<file path="config.mk">
export PLATFORM = sky130hd
export DESIGN_NAME = gap_phase_sync
export DESIGN_NICKNAME = d
export VERILOG_FILES = /design/src/rtl/gps_pkg.sv /design/src/rtl/gps_pulse_meter.sv /design/src/rtl/gps_framer.sv /design/src/rtl/gap_phase_sync.sv
export SDC_FILE = /design/constraint.sdc
export NUM_CORES = 1
export LEC_CHECK = 0
export ABC_AREA = 1
export BUFFER_PORTS_ARGS = -buffer_cell sky130_fd_sc_hd__buf_2
export CAP_MARGIN = 40
export CORE_MARGIN = 2
export CORE_UTILIZATION = 60
export CTS_CLUSTER_SIZE = 30
export DETAILED_ROUTE_END_ITERATION = 7
export GPL_TIMING_DRIVEN = 0
export PLACE_DENSITY = 0.81
export SYNTH_ARGS = -nofsm -noshare
export SYNTH_HDL_FRONTEND = slang
export SYNTH_SLANG_ARGS = --single-unit
</file>
<file path="constraint.sdc">
create_clock -name clk -period 9.6 [get_ports clk]
set_input_delay 0.96 -clock clk [delete_from_list [all_inputs] [get_ports clk]]
set_output_delay 0.96 -clock clk [all_outputs]
set_load 0.01 [all_outputs]
</file>
<file path="src/rtl/gps_pkg.sv">
package gps_pkg;

    localparam int MAX_SLOTS    = 8;
    localparam int ALT_SLOTS    = 6;
    localparam int QUIET_FRAMES = 3;
    localparam int SLOT_W       = $clog2(MAX_SLOTS + 1);
    localparam int SINCE_W      = $clog2(QUIET_FRAMES * MAX_SLOTS + 3);

    typedef logic [SLOT_W-1:0]  slot_t;
    typedef logic [SINCE_W-1:0] since_t;

    typedef enum logic [1:0] {
        PH_Q1   = 2'd0,
        PH_HALF = 2'd1,
        PH_Q3   = 2'd2,
        PH_NONE = 2'd3
    } phase_code_t;

    typedef struct packed {
        logic edge_hit;
        logic gap_hit;
    } pulse_ev_t;

    typedef struct packed {
        logic   locked;
        logic   hist;
        logic   started;
        slot_t  slot;
        since_t since;
    } frame_st_t;

    function automatic slot_t frame_len(input logic six);
        return six ? slot_t'(ALT_SLOTS) : slot_t'(MAX_SLOTS);
    endfunction

    // quarter-period offset in slots, rounded half up
    function automatic slot_t slot_offset(input phase_code_t code, input slot_t len);
        logic [SLOT_W+2:0] quarters;
        logic [SLOT_W+2:0] prod;
        case (code)
            PH_Q1:   quarters = (SLOT_W+3)'(1);
            PH_HALF: quarters = (SLOT_W+3)'(2);
            PH_Q3:   quarters = (SLOT_W+3)'(3);
            default: quarters = '0;
        endcase
        prod = quarters * (SLOT_W+3)'(len) + (SLOT_W+3)'(2);
        return slot_t'(prod >> 2);
    endfunction

    function automatic logic in_high_half(input slot_t slot, input slot_t off, input slot_t len);
        logic [SLOT_W:0] pos;
        pos = {1'b0, slot} + {1'b0, len} - {1'b0, off};
        if (pos >= {1'b0, len})
            pos = pos - {1'b0, len};
        return ({pos, 1'b0} < {2'b00, len});
    endfunction

endpackage

</file>
<file path="src/rtl/gps_pulse_meter.sv">
module gps_pulse_meter
    import gps_pkg::*;
#(
    parameter int CNT_W = 10
) (
    input  logic      clk,
    input  logic      rst,
    input  logic      ext_i,
    output pulse_ev_t ev_o
);

    logic             meta_q, sync_q, prev_q, seen_q;
    logic [CNT_W-1:0] cnt_q, ref_q;
    logic             rise, long_gap;
    logic [CNT_W+1:0] twice, thrice;

    always_comb begin
        rise        = sync_q & ~prev_q;
        twice       = {1'b0, cnt_q, 1'b0};
        thrice      = {2'b00, ref_q} + {1'b0, ref_q, 1'b0};
        long_gap    = seen_q && (ref_q != '0) && (twice > thrice);
        ev_o.edge_hit = rise;
        ev_o.gap_hit  = rise & long_gap;
    end

    always_ff @(posedge clk) begin
        if (rst) begin
            meta_q <= 1'b0;
            sync_q <= 1'b0;
            prev_q <= 1'b0;
            seen_q <= 1'b0;
            cnt_q  <= '0;
            ref_q  <= '0;
        end else begin
            meta_q <= ext_i;
            sync_q <= meta_q;
            prev_q <= sync_q;
            if (rise) begin
                cnt_q  <= CNT_W'(1);
                seen_q <= 1'b1;
                if (seen_q && !long_gap)
                    ref_q <= cnt_q;
            end else if (cnt_q != '1) begin
                cnt_q <= cnt_q + CNT_W'(1);
            end
        end
    end


    gap_ref_hold_chk: assert property (@(posedge clk) disable iff (rst)
        ev_o.gap_hit |=> $stable(ref_q));

endmodule

</file>
<file path="src/rtl/gps_framer.sv">
module gps_framer
    import gps_pkg::*;
(
    input  logic        clk,
    input  logic        rst,
    input  pulse_ev_t   ev_i,
    input  logic        six_i,
    input  phase_code_t phase_i,
    output logic        pwm_o,
    output logic        locked_o,
    output logic        six_o
);

    frame_st_t        st_q, st_d;
    logic             pwm_q, pwm_d, six_q, six_d;
    slot_t            sel_len, run_len, new_off;
    logic [SINCE_W:0] spacing, since_inc, quiet_lim;

    always_comb begin
        sel_len   = frame_len(six_i);
        spacing   = {1'b0, st_q.since} + (SINCE_W+1)'(2);
        since_inc = {1'b0, st_q.since} + (SINCE_W+1)'(1);
        quiet_lim = (SINCE_W+1)'(QUIET_FRAMES) * (SINCE_W+1)'(sel_len);
        st_d      = st_q;
        pwm_d     = pwm_q;
        six_d     = six_q;
        run_len   = slot_t'(MAX_SLOTS);
        new_off   = '0;
        if (ev_i.edge_hit) begin
            if (ev_i.gap_hit) begin
                st_d.locked = st_q.hist && (spacing == (SINCE_W+1)'(sel_len));
                st_d.hist   = 1'b1;
                st_d.since  = '0;
                st_d.slot   = '0;
            end else begin
                if (st_q.since != '1)
                    st_d.since = st_q.since + since_t'(1);
                if (since_inc >= quiet_lim) begin
                    st_d.locked = 1'b0;
                    st_d.hist   = 1'b0;
                end
                run_len = st_d.locked ? sel_len : slot_t'(MAX_SLOTS);
                if (!st_q.started || (st_q.slot + slot_t'(1) >= run_len))
                    st_d.slot = '0;
                else
                    st_d.slot = st_q.slot + slot_t'(1);
            end
            st_d.started = 1'b1;
            run_len = st_d.locked ? sel_len : slot_t'(MAX_SLOTS);
            new_off = st_d.locked ? slot_offset(phase_i, sel_len) : slot_t'(0);
            pwm_d   = in_high_half(st_d.slot, new_off, run_len);
            six_d   = st_d.locked & six_i;
        end
    end

    always_ff @(posedge clk) begin
        if (rst) begin
            st_q  <= '0;
            pwm_q <= 1'b0;
            six_q <= 1'b0;
        end else begin
            st_q  <= st_d;
            pwm_q <= pwm_d;
            six_q <= six_d;
        end
    end

    assign pwm_o    = pwm_q;
    assign locked_o = st_q.locked;
    assign six_o    = six_q;


    lock_rise_on_gap_chk: assert property (@(posedge clk) disable iff (rst)
        $rose(st_q.locked) |-> $past(ev_i.gap_hit));


    lock_fall_on_edge_chk: assert property (@(posedge clk) disable iff (rst)
        $fell(st_q.locked) |-> $past(ev_i.edge_hit));


    pwm_hold_chk: assert property (@(posedge clk) disable iff (rst)
        !ev_i.edge_hit |=> $stable(pwm_q));


    six_needs_lock_chk: assert property (@(posedge clk) disable iff (rst)
        six_q |-> st_q.locked);

endmodule

</file>
<file path="src/rtl/gap_phase_sync.sv">
module gap_phase_sync
    import gps_pkg::*;
#(
    parameter int CNT_W = 10
) (
    input  logic       clk,
    input  logic       rst,
    input  logic       ext_clk_i,
    input  logic       six_sel_i,
    input  logic [1:0] phase_sel_i,
    output logic       pwm_ref_o,
    output logic       locked_o,
    output logic       six_active_o
);

    pulse_ev_t ev;

    gps_pulse_meter #(.CNT_W(CNT_W)) u_meter (
        .clk   (clk),
        .rst   (rst),
        .ext_i (ext_clk_i),
        .ev_o  (ev)
    );

    gps_framer u_framer (
        .clk      (clk),
        .rst      (rst),
        .ev_i     (ev),
        .six_i    (six_sel_i),
        .phase_i  (phase_code_t'(phase_sel_i)),
        .pwm_o    (pwm_ref_o),
        .locked_o (locked_o),
        .six_o    (six_active_o)
    );

endmodule

</file>
==> results of run 1 <==
==> area by class of cell <==
class,count,area (um^2),area share
timing repair buffer,8,40.0,0.0120
tap,70,87.6,0.0263
inverter,74,278,0.0833
multi-input combinational,313,2020,0.606
clock buffer,5,68.8,0.0206
clock inverter,3,65.1,0.0195
buffer,6,32.5,0.00976
sequential,37,741,0.222
==> layer usage <==
layer	wire length (um)	share of wire	up-vias	global-route usage
li1	-	-	1431	-
met1	2950	0.48	1214	0.285
met2	2920	0.48	34	0.406
met3	135	0.022	12	0.0410
met4	116	0.019	0	0.0741
met5	0	0	-	0
==> cells in the mapped netlist (3+ instances only) <==
cell type and count:
sky130_fd_sc_hd__a21oi_1 33, sky130_fd_sc_hd__nand2_1 81, sky130_fd_sc_hd__o21ai_1 7, sky130_fd_sc_hd__xnor2_1 7, sky130_fd_sc_hd__dfxtp_1 37, sky130_fd_sc_hd__nand4_1 6, sky130_fd_sc_hd__nand2_2 6, sky130_fd_sc_hd__nor2_4 3
sky130_fd_sc_hd__nor2_2 3, sky130_fd_sc_hd__inv_1 73, sky130_fd_sc_hd__a31oi_1 3, sky130_fd_sc_hd__xor2_1 11, sky130_fd_sc_hd__nor2_1 31, sky130_fd_sc_hd__ha_1 45, sky130_fd_sc_hd__nor3_1 8, sky130_fd_sc_hd__nand3_1 22
sky130_fd_sc_hd__clkbuf_1 3, sky130_fd_sc_hd__fa_1 4, sky130_fd_sc_hd__o21ai_0 20
==> metrics by stage <==
step / setup slack [ps] / instances
final: 3230 / 516
after global routing: 2720 / 516
after floorplan: 3960 / 430
after global placement: 3460 / 508
after detailed placement: 3380 / 508
after CTS: 3230 / 516
==> critical path: cells and delay by family (launching register included) <==
| kind | cells | cell delay, ps |
|---|---|---|
| buffers and inverters | 4 | 400 |
| AND/OR/NAND/NOR | 15 | 1820 |
| flip-flops | 1 | 380 |
| AO/OA/AOI/OAI | 5 | 840 |
| adder cells (fa/ha/maj) | 8 | 2450 |
| XOR/XNOR | 2 | 430 |
==> worst max path at each step <==
stage	cells after the start	slack, ps	startpoint	end
detailed placement	36	3380	u_meter.ref_q[2]	u_framer.pwm_o
global route	34	2720	u_meter.ref_q[1]	u_framer.pwm_o
global placement	36	3460	u_meter.ref_q[2]	u_framer.pwm_o
finish	34	3230	u_meter.ref_q[1]	u_framer.pwm_o
floorplan	34	3960	u_meter.ref_q[1]	u_framer.pwm_o
CTS	34	3230	u_meter.ref_q[1]	u_framer.pwm_o
==> power by group through the flow <==
stage | clock [mW] | combinational, mW | sequential (mW)
after floorplan | 0 | 0.0276 | 0.162
after global placement | 0 | 0.0347 | 0.163
after global routing | 0.171 | 0.0423 | 0.160
after detailed placement | 0 | 0.0360 | 0.163
after CTS | 0.164 | 0.0362 | 0.160
final | 0.162 | 0.0361 | 0.160
==> logic make-up after synthesis <==
kind of cell,after synthesis,synth area share
and+or+nand+nor,170,0.259
DFF,37,0.241
adders and majority gates,49,0.209
AOI/OAI and AO/OA,76,0.138
buffers and inverters,80,0.101
xor gates and xnor gates,18,0.0513
==> flow_metrics.tcl, run 1 <==
set metrics [dict create \
    status "finished clean" \
    power_report.internal_total_mw 0.273 \
    syn_area_per_cell_um2 7.14 \
    vdd_drop_max_mv 0.0755 \
    finalWorstPathRequiredPeriod_ps 6370 \
    crit_path_top_delay_cell "sky130_fd_sc_hd__fa_1" \
    antenna_cells_inserted 0 \
    p_clk_frac 0.453 \
    nets 500 \
    timing.hold.worst.class "reg -> reg" \
    worst_r2r_path_depth 34 \
    number_of_sinks_on_the_clock_net 37 \
    synth_largest_type_area_fraction 0.241 \
    top_level_ports 9 \
    seq_power_share 0.446 \
    num_vias 2691 \
    report.power.total_mw 0.358 \
    final_core_util 0.665 \
    synth_largest_area_cell "sky130_fd_sc_hd__dfxtp_1" \
    fin_worst_skew_ps 14.0 \
    synth_enable_flop_cells 0 \
    post_cts_setup_repair_bufs 0 \
    report.final.slew_viol_count 0 \
    clock-root-buffer "sky130_fd_sc_hd__clkbuf_8" \
    start_util 0.613 \
    y_dimension_of_the_die_um 75.6 \
    postSynth.topFlopCell "sky130_fd_sc_hd__dfxtp_1" \
    post_drt_wl_per_cell_um 11.9 \
    reg2reg_slack_ps 3230 \
    cell_area_synth_um2 3070 \
    areaGrowthSynthToFinish_pct 8.51 \
    yosys_register_bits 37 \
    synthesized_netlist_net_count 485 \
    timing.hold.worst_endpoint "u_meter.sync_q" \
    r2r_start "u_meter.ref_q[1]" \
    cts.hold.buffers_added 0 \
    dpl_cell_area_um2 3200 \
    cts-htree-levels 2 \
    setup_total_negative_slack_ps 0 \
    fillers 467 \
    clkSlewWorstSetupHoldPaths_ps 80 \
    ys_async_sr_fraction 0 \
    mostFrequentLayoutCell "sky130_fd_sc_hd__nand2_1" \
    unrepaired_setup_endpoints_after_global_routing "no" \
    drt_drc_violations_left 0 \
    largest_registers "u_framer.st_q (11), u_meter.cnt_q (10), u_meter.ref_q (10)" \
    setup_violations 0 \
    floorplan.die_area_um2 5710 \
    post_route_cells_drive_above_1_share 0.0919 \
    first_iter_violations 96 \
    timing_worst_setup_path_type "reg -> reg" \
    timing_worst_slew_pin_value_ps 481 \
    synth_top_cells_by_area "sky130_fd_sc_hd__dfxtp_1, sky130_fd_sc_hd__ha_1, sky130_fd_sc_hd__nand2_1, sky130_fd_sc_hd__inv_1, sky130_fd_sc_hd__a21oi_1" \
    cts_resized 0 \
    startpoint_type "flip-flop" \
    largest_register_ffs 11 \
    syn_inst 430 \
    first_global_vias 2378 \
    tritoncts "built" \
    crit-reg2reg-capture "u_framer.pwm_o" \
    crit_path_max_fanout 7 \
    cts-buffers-inserted 5 \
    hold-path-cell-count 2 \
    worst_hold_startpoint "u_meter.meta_q" \
    max_cap_violations 0 \
    antenna_found_initial 0 \
    portion_of_the_clock_cycle_consumed_by_the_worst_path_in_the_final_layout 0.664 \
    final_hold_viol_count 0 \
    seq_area_frac_synth 0.241 \
    worst-endpoint-arrival_ps 6610 \
    place.detailed.hpwl_mm 4.87 \
    clock_tree.buffer_depth 2 \
    drt_pass1_iterations 4 \
    synth_cell_types 41 \
    place.port_buffers 8 \
    worst_hold_slack_ps 412 \
    fp-row-count 26 \
    globalRouteTotalUtil 0.230 \
    grt_first_pass_wirelength_mm 10.1 \
    gp_congestion 0.855 \
    cpPeakStageDelay_ps 430 \
    die-width_um 75.6 \
    floorplan.core_area_um2 5010 \
    achievable-frequency_mhz 157 \
    vias_per_cell 5.22 \
    switching_share 0.238 \
    clock_latency_ps 300 \
    power_density_nw_per_um2 107 \
    layout.cells.most_common_list "sky130_fd_sc_hd__nand2_1, sky130_fd_sc_hd__inv_1, sky130_fd_sc_hd__ha_1, sky130_fd_sc_hd__dfxtp_1, sky130_fd_sc_hd__a21oi_1" \
    detailed_route_wl_mm 6.12 \
    timing.slew.headroom 0.680 \
    grt_start_max_net_pins 13 \
    net-switching-power_mw 0.0850 \
    postLayoutCellArea_um2 3330 \
    cp_data_required_time_ps 9830 \
    regMostFlops "u_framer.st_q" \
    remaining_antenna_violation_count_after_routing 0 \
    critical_path.endpoint_type "flip-flop" \
    leakage_power_nw 1.68 \
    gr_ovfl_total 0 \
    power.combinational.fraction 0.101 \
    yosys_warnings 0 \
]
Power figures use the tool's default switching activity.
==> run 2: changes to the inputs <==
- CORE_UTILIZATION: 60 -> 57
- clock period: 9.6 -> 5.6 ns (I/O delays scaled with it)
==> flow_metrics.tcl, run 2 (synthesis results as in run 1) <==
set metrics [dict create \
    status "finished, violations left" \
    violated_checks "negative setup slack" \
    timing_worst_slew_pin_value_ps 444 \
    clock-root-buffer "sky130_fd_sc_hd__clkbuf_8" \
    first_global_vias 2854 \
    tritoncts "built" \
    achievable-frequency_mhz 175 \
    final_hold_viol_count 0 \
    leakage_power_nw 1.79 \
    die-width_um 77.4 \
    seq_power_share 0.518 \
    drt_pass1_iterations 4 \
    clock_tree.buffer_depth 2 \
    startpoint_type "flip-flop" \
    portion_of_the_clock_cycle_consumed_by_the_worst_path_in_the_final_layout 1.02 \
    cts-buffers-inserted 5 \
    timing.hold.worst_endpoint "u_meter.sync_q" \
    r2r_start "u_meter.ref_q[1]" \
    report.power.total_mw 0.528 \
    globalRouteTotalUtil 0.245 \
    clkSlewWorstSetupHoldPaths_ps 80 \
    dp_cells 508 \
    crit_path_top_delay_cell "sky130_fd_sc_hd__fa_1" \
    setup_violations 1 \
    y_dimension_of_the_die_um 77.4 \
    stdcell_count 540 \
    fillers 435 \
    cp_data_required_time_ps 5830 \
    cts-htree-levels 2 \
    grt_first_pass_wirelength_mm 12.1 \
    crit_path_max_fanout 5 \
    grt_start_max_net_pins 12 \
    gp_congestion 0.872 \
    layout.cells.most_common_list "sky130_fd_sc_hd__nand2_1, sky130_fd_sc_hd__inv_1, sky130_fd_sc_hd__ha_1, sky130_fd_sc_hd__nor2_1, sky130_fd_sc_hd__dfxtp_1" \
    timing.hold.worst.class "reg -> reg" \
    crit-reg2reg-capture "u_framer.pwm_o" \
    cpPeakStageDelay_ps 490 \
    power.combinational.fraction 0.127 \
    areaGrowthSynthToFinish_pct 18.5 \
    place.detailed.hpwl_mm 4.90 \
    vdd_drop_max_mv 0.114 \
    largest_registers "u_framer.st_q (11), u_meter.cnt_q (10), u_meter.ref_q (10)" \
    worst-endpoint-arrival_ps 5950 \
    reg2reg_slack_ps -120 \
    nets 524 \
    mostFrequentLayoutCell "sky130_fd_sc_hd__nand2_1" \
    power_density_nw_per_um2 145 \
    finalWorstPathRequiredPeriod_ps 5720 \
    vias_per_cell 5.28 \
    regMostFlops "u_framer.st_q" \
    fin_worst_skew_ps 12.1 \
    post_route_cells_drive_above_1_share 0.232 \
    antenna_found_initial 0 \
    floorplan.core_area_um2 5140 \
    max_cap_violations 0 \
    p_clk_frac 0.355 \
    num_vias 2853 \
    unrepaired_setup_endpoints_after_global_routing "yes" \
    number_of_sinks_on_the_clock_net 37 \
    clock_latency_ps 300 \
    antenna_cells_inserted 0 \
    net-switching-power_mw 0.148 \
    power_report.internal_total_mw 0.380 \
    top_level_ports 9 \
    worst_hold_startpoint "u_meter.meta_q" \
    timing.final.ws_setup_ps -117 \
    switching_share 0.280 \
    first_iter_violations 160 \
    report.final.slew_viol_count 0 \
    worst_hold_slack_ps 409 \
    detailed_route_wl_mm 7.04 \
    critical_path.endpoint_type "flip-flop" \
    start_util 0.598 \
    place.port_buffers 8 \
    floorplan.die_area_um2 5990 \
    timing.slew.headroom 0.704 \
    hold-path-cell-count 2 \
    fp-row-count 26 \
    post-place-ws_ps -608 \
    remaining_antenna_violation_count_after_routing 0 \
    post_drt_wl_per_cell_um 13.0 \
    timing_worst_setup_path_type "reg -> reg" \
    worst_r2r_path_depth 34 \
    final_core_util 0.708 \
    largest_register_ffs 11 \
    gr_ovfl_total 0 \
    drt_drc_violations_left 0 \
]
==> run 2: cell count changes in the layout (fill, tap and decap cells not counted), sizes merged <==
cell / before / now
clkinv: 1 / 2
bufinv: 2 / 0
clkbuf: 9 / 10
buf: 10 / 34
==> run 2: worst max-delay path: cells and delay by family (launching register included) <==
family | cells | cell delay, ps
adders and majority gates | 8 | 2380
and+or+nand+nor | 13 | 1180
AOI/OAI and AO/OA | 6 | 990
buffers and inverters | 6 | 480
DFF | 1 | 380
xor gates and xnor gates | 1 | 210
==> run 2: per-layer routing <==
layer	vias to the layer above	track usage	share of wire
met2	40	0.448	0.51
met4	0	0.0839	0.017
li1	1478	-	-
met5	-	0	0
met3	14	0.0360	0.020
met1	1321	0.291	0.45
==> run 2: layout make-up <==
type / count / area, um^2 / area share
repair buffers: 32 / 220 / 0.0605
flip-flops and latches: 37 / 753 / 0.207
clock buffers: 6 / 72.6 / 0.0199
clock inverters: 2 / 10.0 / 0.00275
inverters: 74 / 278 / 0.0763
well taps: 70 / 87.6 / 0.0241
multi-input cells: 313 / 2190 / 0.601
plain buffers: 6 / 32.5 / 0.00893
==> run 2: worst max path at each step <==
| stage | startpoint | end | slack, ps | cells past startpoint |
|---|---|---|---|---|
| finish | u_meter.ref_q[1] | u_framer.pwm_o | -120 | 34 |
| global route | u_meter.ref_q[1] | u_framer.pwm_o | -390 | 34 |
| CTS | u_meter.ref_q[1] | u_framer.pwm_o | -10 | 34 |
| detailed placement | u_meter.ref_q[1] | u_framer.pwm_o | -610 | 33 |
| global placement | u_meter.ref_q[2] | u_framer.pwm_o | -460 | 36 |
| floorplan | u_meter.ref_q[1] | u_framer.pwm_o | 20 | 33 |
==> run 2: what timing repair did <==
action | CTS | global route
hold buffers | 0 | 0
setup endpoints to repair | 1 | 1
endpoints found under the hold margin | 0 | 0
buffers inserted | 19 | 5
pin swaps | 27 | 17
gates resized for setup | 35 | 14
==> run 2: power groups by stage <==
| stage | sequential, mW | clock [mW] | combinational (mW) |
|---|---|---|---|
| after global routing | 0.274 | 0.194 | 0.0785 |
| after global placement | 0.280 | 0 | 0.0600 |
| after detailed placement | 0.280 | 0 | 0.0619 |
| final | 0.273 | 0.187 | 0.0672 |
| after floorplan | 0.279 | 0 | 0.0477 |
| after CTS | 0.273 | 0.187 | 0.0651 |
==> run 2: per-stage QoR <==
stage | setup TNS, ps | area [um^2]
CTS | -13.3 | 3550
finish | -117 | 3640
detailed placement | -608 | 3210
floorplan | 0 | 3090
global route | -393 | 3640
global placement | -456 | 3210
==> run 3: changes to the inputs <==
- PLACE_DENSITY: 0.81 -> 0.74
==> flow_metrics.tcl, run 3 (synthesis results as in run 1) <==
set metrics [dict create \
    final_core_util 0.701 \
    setup_violations 1 \
    vdd_drop_max_mv 0.0952 \
    power.combinational.fraction 0.134 \
    first_global_vias 2790 \
    floorplan.die_area_um2 5990 \
    number_of_sinks_on_the_clock_net 37 \
    remaining_antenna_violation_count_after_routing 0 \
    status "finished, violations left" \
    power_density_nw_per_um2 149 \
    finalWorstPathRequiredPeriod_ps 5720 \
    worst_hold_slack_ps 411 \
    report.power.total_mw 0.537 \
    seq_power_share 0.508 \
    y_dimension_of_the_die_um 77.4 \
    post_route_cells_drive_above_1_share 0.207 \
    tritoncts "built" \
    grt_first_pass_wirelength_mm 11.9 \
    start_util 0.598 \
    antenna_found_initial 0 \
    report.final.slew_viol_count 0 \
    dp_cells 508 \
    timing.hold.worst.class "reg -> reg" \
    cts.hold.buffers_added 0 \
    largest_registers "u_framer.st_q (11), u_meter.cnt_q (10), u_meter.ref_q (10)" \
    clock-root-buffer "sky130_fd_sc_hd__clkbuf_8" \
    timing.hold.worst_endpoint "u_meter.sync_q" \
    stdcell_count 538 \
    place.detailed.hpwl_mm 4.96 \
    cpPeakStageDelay_ps 440 \
    r2r_start "u_meter.ref_q[1]" \
    leakage_power_nw 1.78 \
    switching_share 0.288 \
    p_clk_frac 0.358 \
    crit_path_top_delay_cell "sky130_fd_sc_hd__fa_1" \
    clock_tree.buffer_depth 2 \
    largest_register_ffs 11 \
    max_cap_violations 0 \
    cts-htree-levels 2 \
    worst_r2r_path_depth 34 \
    num_vias 2845 \
    floorplan.core_area_um2 5140 \
    worst-endpoint-arrival_ps 5960 \
    top_level_ports 9 \
    portion_of_the_clock_cycle_consumed_by_the_worst_path_in_the_final_layout 1.02 \
    vias_per_cell 5.29 \
    final_hold_viol_count 0 \
    fin_worst_skew_ps 15.1 \
    worst_hold_startpoint "u_meter.meta_q" \
    nets 522 \
    areaGrowthSynthToFinish_pct 17.2 \
    cts-buffers-inserted 5 \
    clock_latency_ps 300 \
    globalRouteTotalUtil 0.243 \
    regMostFlops "u_framer.st_q" \
    postLayoutCellArea_um2 3600 \
    startpoint_type "flip-flop" \
    net-switching-power_mw 0.155 \
    fp-row-count 26 \
    crit_path_max_fanout 5 \
    critical_path.endpoint_type "flip-flop" \
    setup_total_negative_slack_ps -124 \
    timing_worst_setup_path_type "reg -> reg" \
    layout.cells.most_common_list "sky130_fd_sc_hd__nand2_1, sky130_fd_sc_hd__inv_1, sky130_fd_sc_hd__ha_1, sky130_fd_sc_hd__dfxtp_1" \
    cp_data_required_time_ps 5840 \
    drt_pass1_iterations 4 \
    fillers 456 \
    timing_worst_slew_pin_value_ps 506 \
    post_drt_wl_per_cell_um 12.8 \
    die-width_um 77.4 \
    clkSlewWorstSetupHoldPaths_ps 80 \
    detailed_route_wl_mm 6.90 \
    violated_checks "negative setup slack" \
    drt_drc_violations_left 0 \
    reg2reg_slack_ps -120 \
    grt_start_max_net_pins 13 \
    critical-path-top-cell-by-count "sky130_fd_sc_hd__nand2_1" \
    timing.final.ws_setup_ps -124 \
    timing.slew.headroom 0.663 \
    crit-reg2reg-capture "u_framer.pwm_o" \
    gp_congestion 0.899 \
    hold-path-cell-count 2 \
    place.port_buffers 8 \
    post-place-ws_ps -594 \
    power_report.internal_total_mw 0.383 \
    mostFrequentLayoutCell "sky130_fd_sc_hd__nand2_1" \
    gr_ovfl_total 0 \
    achievable-frequency_mhz 175 \
    antenna_cells_inserted 0 \
    first_iter_violations 110 \
    unrepaired_setup_endpoints_after_global_routing "yes" \
    dpl_cell_area_um2 3210 \
]
[run 3: cell type report]
cell class / instances / area, um^2 / share of cell area
inverters: 74 / 278 / 0.0771
plain buffers: 6 / 32.5 / 0.00903
flip-flops and latches: 37 / 753 / 0.209
multi-input cells: 313 / 2160 / 0.599
clock inverters: 3 / 17.5 / 0.00486
well taps: 70 / 87.6 / 0.0243
repair buffers: 30 / 205 / 0.0570
clock buffers: 5 / 68.8 / 0.0191
[run 3: routing by layer]
metal  vias to the layer above  global-route usage  share of wire
met5                         -                   0              0
met4                         0              0.0964          0.025
met3                        16              0.0465          0.039
met2                        58               0.432           0.49
met1                      1301               0.287           0.44
li1                       1470                   -              -
[run 3: timing repair]
action	4_1_cts	5_1_grt
pin swaps	22	10
gates resized for setup	25	13
setup endpoints to repair	1	1
setup buffers	21	1
[run 3: worst max-delay path: cells and delay by family, from the launching register on]
kind                     cells  cell delay, ps
flip-flops                   1             380
AO/OA/AOI/OAI                5             970
buffers and inverters        7             640
XOR/XNOR                     2             380
AND/OR/NAND/NOR             13            1250
adder cells (fa/ha/maj)      7            2050
[run 3: worst max-delay path by stage]
stage / from / to / slack, ps
detailed placement: u_meter.ref_q[2] / u_framer.pwm_o / -590
finish: u_meter.ref_q[1] / u_framer.pwm_o / -120
global placement: u_meter.ref_q[2] / u_framer.pwm_o / -490
CTS: u_meter.ref_q[1] / u_framer.pwm_o / -20
global route: u_meter.ref_q[3] / u_framer.pwm_o / -390
floorplan: u_meter.ref_q[1] / u_framer.pwm_o / 20
[run 3: power by group through the flow]
stage | clock network, mW | registers [mW] | logic [mW]
floorplan | 0 | 0.279 | 0.0477
global placement | 0 | 0.280 | 0.0604
detailed placement | 0 | 0.280 | 0.0619
CTS | 0.196 | 0.273 | 0.0707
global route | 0.207 | 0.274 | 0.0815
finish | 0.193 | 0.273 | 0.0719
